==> src/rtl/slip_pkg.sv <==
`timescale 1ns/1ps
package slip_pkg;
  typedef enum logic [1:0] {
    SLIP_NONE   = 2'd0,
    SLIP_DROP   = 2'd1,
    SLIP_REPEAT = 2'd2
  } slipKind_e;

  typedef struct packed {
    logic      wrStb;
    logic      rdStb;
    slipKind_e slip;
  } dpCtrl_t;
endpackage

==> src/rtl/slip_datapath.sv <==
`timescale 1ns/1ps
module slip_datapath
  import slip_pkg::*;
#(
  parameter int WORD_W      = 8,
  parameter int FRAME_WORDS = 32,
  parameter int FRAMES      = 2,
  localparam int DEPTH      = FRAME_WORDS * FRAMES,
  localparam int PTR_W      = $clog2(DEPTH)
) (
  input  logic              clk,
  input  logic              rstN,
  input  dpCtrl_t           dpCtrl,
  input  logic [WORD_W-1:0] wrData,
  output logic [WORD_W-1:0] rdData,
  output logic [PTR_W-1:0]  wrPtr,
  output logic [PTR_W-1:0]  rdPtr
);
  localparam logic [PTR_W-1:0] FRAME_OFF = PTR_W'(FRAME_WORDS);
  localparam logic [PTR_W-1:0] ONE       = PTR_W'(1);

  logic [WORD_W-1:0] store [DEPTH];
  logic [PTR_W-1:0]  rdAddr;

  always_comb begin
    unique case (dpCtrl.slip)
      SLIP_DROP:   rdAddr = rdPtr + FRAME_OFF;
      SLIP_REPEAT: rdAddr = rdPtr - FRAME_OFF;
      default:     rdAddr = rdPtr;
    endcase
  end

  always_ff @(posedge clk) begin
    if (dpCtrl.wrStb) store[wrPtr] <= wrData;
  end

  always_ff @(posedge clk) begin
    if (!rstN) begin
      wrPtr  <= '0;
      rdPtr  <= '0;
      rdData <= '0;
    end else begin
      if (dpCtrl.wrStb) wrPtr <= wrPtr + ONE;
      if (dpCtrl.rdStb) begin
        rdData <= store[rdAddr];
        rdPtr  <= rdAddr + ONE;
      end
    end
  end


  rd_ptr_hold_chk: assert property (@(posedge clk) disable iff (!rstN)
    !dpCtrl.rdStb |=> $stable(rdPtr));


  wr_ptr_hold_chk: assert property (@(posedge clk) disable iff (!rstN)
    !dpCtrl.wrStb |=> $stable(wrPtr));
endmodule

==> src/rtl/slip_ctrl.sv <==
`timescale 1ns/1ps
module slip_ctrl
  import slip_pkg::*;
#(
  parameter int FRAME_WORDS = 32,
  parameter int FRAMES      = 2,
  parameter int DROP_THRESH = 56,
  parameter int REP_THRESH  = 8,
  localparam int DEPTH      = FRAME_WORDS * FRAMES,
  localparam int PTR_W      = $clog2(DEPTH),
  localparam int OFF_W      = $clog2(FRAME_WORDS)
) (
  input  logic             clk,
  input  logic             rstN,
  input  logic             wrEn,
  input  logic             rdEn,
  input  logic             frameLocked,
  input  logic             skipClr,
  input  logic             maskWe,
  input  logic             maskIn,
  input  logic [PTR_W-1:0] wrPtr,
  input  logic [PTR_W-1:0] rdPtr,
  output dpCtrl_t          dpCtrl,
  output logic             skipFlag,
  output logic             slowLocal,
  output logic             irq
);
  localparam logic [PTR_W-1:0] DROP_LIM = PTR_W'(DROP_THRESH);
  localparam logic [PTR_W-1:0] REP_LIM  = PTR_W'(REP_THRESH);

  logic [PTR_W-1:0] fill;
  logic             atBoundary;
  slipKind_e        slipNow;
  logic             skipMask;

  assign fill       = wrPtr - rdPtr;
  assign atBoundary = (rdPtr[OFF_W-1:0] == '0);

  always_comb begin
    slipNow = SLIP_NONE;
    if (rdEn && atBoundary) begin
      if (fill > DROP_LIM)     slipNow = SLIP_DROP;
      else if (fill < REP_LIM) slipNow = SLIP_REPEAT;
    end
  end

  assign dpCtrl = '{wrStb: wrEn, rdStb: rdEn, slip: slipNow};

  always_ff @(posedge clk) begin
    if (!rstN) begin
      skipFlag  <= 1'b0;
      slowLocal <= 1'b0;
      skipMask  <= 1'b1;
    end else begin
      if (maskWe) skipMask <= maskIn;
      if (slipNow != SLIP_NONE) slowLocal <= (slipNow == SLIP_DROP);
      if ((slipNow != SLIP_NONE) && frameLocked) skipFlag <= 1'b1;
      else if (skipClr)                          skipFlag <= 1'b0;
    end
  end

  assign irq = skipFlag & ~skipMask;


  skip_set_chk: assert property (@(posedge clk) disable iff (!rstN)
    (slipNow != SLIP_NONE && frameLocked) |=> skipFlag);


  skip_clr_chk: assert property (@(posedge clk) disable iff (!rstN)
    (skipClr && slipNow == SLIP_NONE) |=> !skipFlag);


  slc_drop_chk: assert property (@(posedge clk) disable iff (!rstN)
    (slipNow == SLIP_DROP) |=> slowLocal);


  slc_rep_chk: assert property (@(posedge clk) disable iff (!rstN)
    (slipNow == SLIP_REPEAT) |=> !slowLocal);


  slip_boundary_chk: assert property (@(posedge clk) disable iff (!rstN)
    (dpCtrl.slip != SLIP_NONE) |-> (rdEn && rdPtr[OFF_W-1:0] == '0));
endmodule

==> src/rtl/frame_slip_buffer.sv <==
`timescale 1ns/1ps
module frame_slip_buffer
  import slip_pkg::*;
#(
  parameter int WORD_W      = 8,
  parameter int FRAME_WORDS = 32,
  parameter int FRAMES      = 2,
  parameter int DROP_THRESH = 56,
  parameter int REP_THRESH  = 8,
  localparam int DEPTH      = FRAME_WORDS * FRAMES,
  localparam int PTR_W      = $clog2(DEPTH)
) (
  input  logic              clk,
  input  logic              rstN,
  input  logic              frameLocked,
  input  logic              wrEn,
  input  logic [WORD_W-1:0] wrData,
  input  logic              rdEn,
  output logic [WORD_W-1:0] rdData,
  input  logic              skipClr,
  input  logic              maskWe,
  input  logic              maskIn,
  output logic              skipFlag,
  output logic              slowLocal,
  output logic              irq
);
  dpCtrl_t          dpCtrl;
  logic [PTR_W-1:0] wrPtr;
  logic [PTR_W-1:0] rdPtr;

  slip_ctrl #(
    .FRAME_WORDS(FRAME_WORDS),
    .FRAMES     (FRAMES),
    .DROP_THRESH(DROP_THRESH),
    .REP_THRESH (REP_THRESH)
  ) u_ctrl (
    .clk        (clk),
    .rstN       (rstN),
    .wrEn       (wrEn),
    .rdEn       (rdEn),
    .frameLocked(frameLocked),
    .skipClr    (skipClr),
    .maskWe     (maskWe),
    .maskIn     (maskIn),
    .wrPtr      (wrPtr),
    .rdPtr      (rdPtr),
    .dpCtrl     (dpCtrl),
    .skipFlag   (skipFlag),
    .slowLocal  (slowLocal),
    .irq        (irq)
  );

  slip_datapath #(
    .WORD_W     (WORD_W),
    .FRAME_WORDS(FRAME_WORDS),
    .FRAMES     (FRAMES)
  ) u_dp (
    .clk   (clk),
    .rstN  (rstN),
    .dpCtrl(dpCtrl),
    .wrData(wrData),
    .rdData(rdData),
    .wrPtr (wrPtr),
    .rdPtr (rdPtr)
  );
endmodule

==> config.mk <==
export PLATFORM = sky130hd
export DESIGN_NAME = frame_slip_buffer
export DESIGN_NICKNAME = d
export VERILOG_FILES = /design/src/rtl/slip_pkg.sv /design/src/rtl/slip_datapath.sv /design/src/rtl/slip_ctrl.sv /design/src/rtl/frame_slip_buffer.sv
export SDC_FILE = /design/constraint.sdc
export NUM_CORES = 1
export LEC_CHECK = 0
export ABC_AREA = 1
export CAP_MARGIN = 0
export CORE_ASPECT_RATIO = 2
export CORE_MARGIN = 4
export CORE_UTILIZATION = 35
export DETAILED_ROUTE_END_ITERATION = 7
export GPL_TIMING_DRIVEN = 0
export PLACE_DENSITY = 0.47
export SLEW_MARGIN = 10
export SYNTH_ARGS = -nofsm -noshare
export SYNTH_HDL_FRONTEND = slang
export SYNTH_HIERARCHICAL = 1
export SYNTH_SLANG_ARGS = --single-unit
==> constraint.sdc <==
create_clock -name clk -period 3.1 [get_ports clk]
set_clock_uncertainty 0.05 [all_clocks]
set_input_delay 0.93 -clock clk [delete_from_list [all_inputs] [get_ports clk]]
set_output_delay 0.93 -clock clk [all_outputs]
set_load 0.005 [all_outputs]
## Word-level counts from Yosys, hierarchy flattened

Memory sizes are Yosys's and may differ from the RTL's. A register that Yosys moved wholly into a read port is not among the register bits.
Cells that the tools add are included.

- Reduce and logical (&&, ||, !) cells: 6
- Bitwise operators: 2
- Equality and inequality tests: 2
- Magnitude comparators: 2
- Add/subtract/negate cells: 5
- Muxes and demuxes: 8

Operators with widths:

| operator | number |
|---|---|
| 6-bit by 1-bit adder with 6-bit output, second input constant | 2 |
| 6-bit case mux with 2 select lines | 1 |
| 6-bit adder, second input constant | 1 |
| 6-bit > comparator, second input constant | 1 |
| 6-bit by 4-bit less-than comparator with 1-bit output, second input constant | 1 |
| 2-bit two-way mux | 3 |
| 6-bit subtractor | 1 |
| 6-bit subtractor, second input constant | 1 |
| 5-bit zero test | 1 |
| 1-bit two-way mux | 4 |
| 2-bit nonzero test | 2 |
| 2-bit by 1-bit equality test with 1-bit output, second input constant | 1 |
| 2-bit equality test, second input constant | 1 |
| 1-bit logical AND | 2 |
| 1-bit bitwise AND | 1 |
| 1-bit zero test | 1 |
| 1-bit NOT | 1 |

- Output and inout port bits: 11
- Input port bits: 16
- Bits in writable memories: 512
- Memories kept: 1
- Word-level logic and storage cells: 31
- Register bits after elaboration: 15

Memories:

| memory | depth | bits a word | rd ports | clocked after memory_dff | write ports | RTL line | RTL |
|---|---|---|---|---|---|---|---|
| u_dp.store | 64 | 8 | 1 | 1 | 1 | slip_datapath.sv:22 | `logic [WORD_W-1:0] store [DEPTH];` |

## Longest topological paths before layout

- Depth in word-level cells: 8
- Gate-level depth with buffers: 18
- Depth with buffers taken out: 18

## Modules after synthesis

Netlist, hierarchy kept.

Modules (own cells, without submodules):

| module | area each (µm²) | sequential area each (µm²) | cells each | times used |
|---|---|---|---|---|
| slip_datapath | 22,481.6 | 15,775.1 | 2,099 | 1 |
| slip_ctrl | 495.5 | 60.1 | 88 | 1 |

## Worst setup path after synthesis

OpenSTA, ideal clock, no wires.

- Kind: register -> register
- Start: register u_dp.wrPtr[0]
- End: register u_dp.rdPtr[5]
- Slack: 0.473 ns
- Path buffers: 1
- Stages on the path, launching flop included: 17
- Library setup time: 0.116 ns
- Data arrival time: 2.461 ns
- Data required time: 2.934 ns
- Cell sequence: dfxtp_1 > inv_1 > ha_1 > fa_1 > inv_1 > nand3_1 > nand3_1 > nand2_1 > nor2_2 > nand2_2 > inv_1 > xnor2_1 > xor2_1 > clkbuf_1 > nor2_1 > o221ai_1 > inv_2

RTL lines:

| what | RTL line | RTL |
|---|---|---|
| start, declared | slip_datapath.sv:16 | `output logic [PTR_W-1:0] wrPtr,` |
| start signal, assigned | slip_datapath.sv:43 | `if (dpCtrl.wrStb) wrPtr <= wrPtr + ONE;` |
| end signal, assigned | slip_datapath.sv:46 | `rdPtr <= rdAddr + ONE;` |
| end, declared | slip_datapath.sv:17 | `output logic [PTR_W-1:0] rdPtr` |

==> flow_metrics.py <==
metrics = {
    "clock_tree": {
        "cts_buffer_depth": 3,
        "clock_latency_ns": 0.60,
        "htree_levels": 2,
        "hold_buffers": 0,
        "root_buffer": "clkbuf_16",
        "cts_tree": "done",
        "cts.sinks": 535,
        "post_cts_buffers": 0,
        "cts_buffers": 48,
        "clkTransAtPathRegs_ns": 0.07,
    },
    "floorplanning": {
        "core_sq_mm": 0.0649,
        "num_rows": 132,
        "io_pins": 27,
        "die_h_um": 370,
        "die_area_sq_mm": 0.0701,
        "die_width_um": 189,
        "start_util_pct": 35.4,
    },
    "critical_path": {
        "cp_max_fo": 9,
        "critPathTopFamily": "adder cells",
        "end_kind": "flip-flop",
        "required_ns": 3.55,
        "rr_endpoint": "u_dp/rdPtr[5]",
        "max_stage_delay_ns": 0.42,
        "r2r_cells": 16,
        "crit_top_cell": "inv_1",
        "critPathLaunchType": "flip-flop",
        "timing_worst_setup_path_type": "reg -> reg",
        "r2r_start": "u_dp/wrPtr[0]",
        "path_cells": "inv_1 > ha_1 > fa_1 > inv_1 > nand3_1 > nand3_1 > nand2_1 > nor2_2 > nand2_2 > inv_1 > xnor2_2 > xor2_2 > buf_4 > nor2_1 > o221ai_1 > inv_2",
        "crit_buf_inv": 5,
        "cp_slowest_cell": "dfxtp_2",
        "ff2ff_setup_slack_ns": 0.29,
        "cp.arrival_ns": 3.26,
    },
    "power": {
        "pwr-share-seq_pct": 52.4,
        "cellPowerDensity_mw_per_mm2": 584,
        "swShare_pct": 24.1,
        "power_mw": 15.2,
        "p_clk_share_pct": 38.8,
        "p_sw_mw": 3.67,
        "p_leak_nw": 10.0,
        "irDropWorstVdd_mv": 0.449,
        "p_int_mw": 11.6,
        "combPwrFrac_pct": 8.9,
    },
    "route": {
        "dr_total_vias": 15700,
        "firstDrtPassIters": 5,
        "detail-route-antenna-nets": 0,
        "drt_wl_total_mm": 77.3,
        "drc": 0,
        "drt_iter0_markers": 1009,
        "routed_via_density": 4.94,
        "wl_per_cell_um": 24.3,
    },
    "outcome": {
        "outcome": "complete, no violations",
    },
    "place": {
        "hpwl_mm": 57.0,
        "port_buffers": 25,
        "dp_slack_ns": -0.473,
        "placed_cell_area_sq_mm": 0.0245,
        "place.gp.congestion": 0.916,
    },
    "finish": {
        "drive_above_1_share_pct": 8.35,
        "final_common_cell": "nand2_1",
        "final_area_sq_mm": 0.0261,
        "antenna_cells": 0,
        "final_cell_mix": "679 x nand2_1, 512 x edfxtp_1, 289 x nand3_1",
        "final_nets": 2295,
        "fill_cells": 6364,
        "syn2layout_area_growth_pct": 13.4,
    },
    "logic_synthesis": {
        "synth-simple-area-share_pct": 22.1,
        "yosysWarnings": 6,
        "synth_top_family_by_area": "simple AND/OR/NAND/NOR gates",
        "synthAdderAreaFrac_pct": 0.468,
        "syn_area_sq_mm": 0.0230,
        "synthFlopType": "edfxtp_1",
        "synth.top_cell.area_share_pct": 66.9,
        "synth_edf_count": 512,
        "muxShareOfSynthArea_pct": 0,
        "ys_top_cells_by_area": "edfxtp_1 67%, nand2_1 11%, nand3_1 6.3%, nor2_1 4.3%, inv_1 2.9%",
        "syn_inst": 2187,
        "syn_area_per_cell_sq_um": 10.5,
        "synth_xor_area_share_pct": 0.0762,
        "synth_area_leader_cell": "edfxtp_1",
        "synthArstFlopShare_pct": 0,
        "ys_ff_latch": 535,
        "synth_compound_area_share_pct": 2.29,
        "synth_seq_area_share_pct": 68.9,
        "synth_fp_nets": 2211,
        "synthDistinctLibCells": 35,
    },
    "sta": {
        "fin_crit_ns": 2.81,
        "setup_tns_ns": 0,
        "timing.final.ws_setup_ns": 0.290,
        "relSlewSlack_pct": 34.5,
        "rsz0062_at_grt": "no",
        "finalCritPeriodShare_pct": 90.6,
        "maxSlewViolCount": 0,
        "setup_viol": 0,
        "worst_pin_slew_ns": 0.979,
        "fmax_ghz": 0.356,
        "hold_viol_final": 0,
        "whs_ns": 0.427,
    },
    "global_route": {
        "gr-usage-met1_pct": 21.6,
        "met3_usage_pct": 1.92,
        "grt-busiest-layer": "met2",
        "grt_use_met2_pct": 43.2,
        "grt_usage_pct": 21.8,
        "grt_max_degree": 51,
        "antenna_found_initial": 1,
        "grt_overflow_total": 0,
        "grt_pass1_wl_mm": 109,
        "grt_pass1_vias": 15800,
    },
    "hold_path": {
        "hold_path_depth": 2,
        "min_to": "u_ctrl/skipMask",
        "min-delay-start": "u_ctrl/skipMask",
        "hold_path_class": "reg -> reg",
    },
    "flow_run": {
        "maxCapViolations": 0,
    },
}
-- metal layers --
| layer | wire [um] | up-vias |
|---|---|---|
| li1 | - | 7460 |
| met1 | 25800 | 7683 |
| met2 | 43300 | 408 |
| met3 | 2600 | 174 |
| met4 | 5550 | 2 |
| met5 | 9 | - |
-- what timing repair did --
item | 4_1_cts | 5_1_grt
endpoints found under the hold margin | 0 | 0
gates resized for setup | 1 | 8
pin swaps | 0 | 0
gates cloned | 0 | 1
endpoints found under the setup margin | 5 | 9
-- final cells by class --
cell class                 count  area [sq um]  share of cell area, %
buffer                       113           724                   2.78
clock buffer                  71          1370                   5.25
clock inverter                19           151                  0.581
inverter                     181           682                   2.62
multi-input combinational   1358          5760                   22.1
sequential                   535         15800                   60.8
tap                          871          1090                   4.18
timing repair buffer          34           440                   1.69
-- cells in the mapped netlist (4+ instances only) --
cell type / n
nand2_1: 679
edfxtp_1: 512
nand3_1: 289
nor2_1: 261
inv_1: 175
buf_2: 47
o21ai_0: 44
a21oi_1: 41
clkbuf_1: 23
dfxtp_1: 23
buf_6: 21
buf_4: 18
o21ai_1: 9
nor3_1: 8
ha_1: 7
inv_2: 4
nand4_1: 4
-- state kept, by name (all words and copies together) (netlist names) --
signal	cells
u_dp/wrPtr	6
u_ctrl/skipMask	1
u_ctrl/slowLocal	1
u_ctrl/skipFlag	1
u_dp/rdData	8
u_dp/rdPtr	6
u_dp/store	512
-- stage by stage --
stage                     utilization [%]  std cells
after floorplan                         -       2187
after global placement               37.5       3083
after detailed placement             37.7       3091
after CTS                            40.1       3181
after global routing                 40.1       3182
final                                40.1       3182
-- power by group through the flow --
| stage | Clock (mW) | Sequential (mW) | Combinational (mW) |
|---|---|---|---|
| after floorplan | 0 | 8.12 | 0.703 |
| after global placement | 0 | 8.16 | 1.31 |
| after detailed placement | 0 | 8.13 | 1.35 |
| after global routing | 6.33 | 7.97 | 1.46 |
| final | 5.91 | 7.98 | 1.35 |
| after CTS | 6.05 | 7.97 | 1.36 |
-- how the worst max path moves through the flow --
stage / from / endpoint / slack (ns) / depth (start not counted)
floorplan: u_dp/wrPtr[0] / u_dp/rdPtr[5] / 0.47 / 16
global placement: wrData[4] / u_dp/store[45][4] / -1.62 / 1
detailed placement: rdEn / u_dp/rdPtr[5] / -0.47 / 15
CTS: u_dp/wrPtr[0] / u_dp/rdPtr[5] / 0.12 / 17
global route: u_dp/wrPtr[0] / u_dp/rdPtr[5] / 0.04 / 17
finish: u_dp/wrPtr[0] / u_dp/rdPtr[5] / 0.29 / 16
-- cells by family (layout without fill, tap and decap cells) --
family / Yosys count / count (layout)
DFF: 535 / 535
and+or+nand+nor: 1247 / 1247
xor gates and xnor gates: 2 / 2
adders and majority gates: 8 / 8
buffers and inverters: 294 / 418
AOI/OAI and AO/OA: 101 / 101
-- worst min-delay path, cell delays in order (launching register included) --
cell and delay [ns]:
dfxtp_1 0.31, inv_1 0.05, o21ai_0 0.07
No activity file was read; power rests on OpenSTA's default activity.
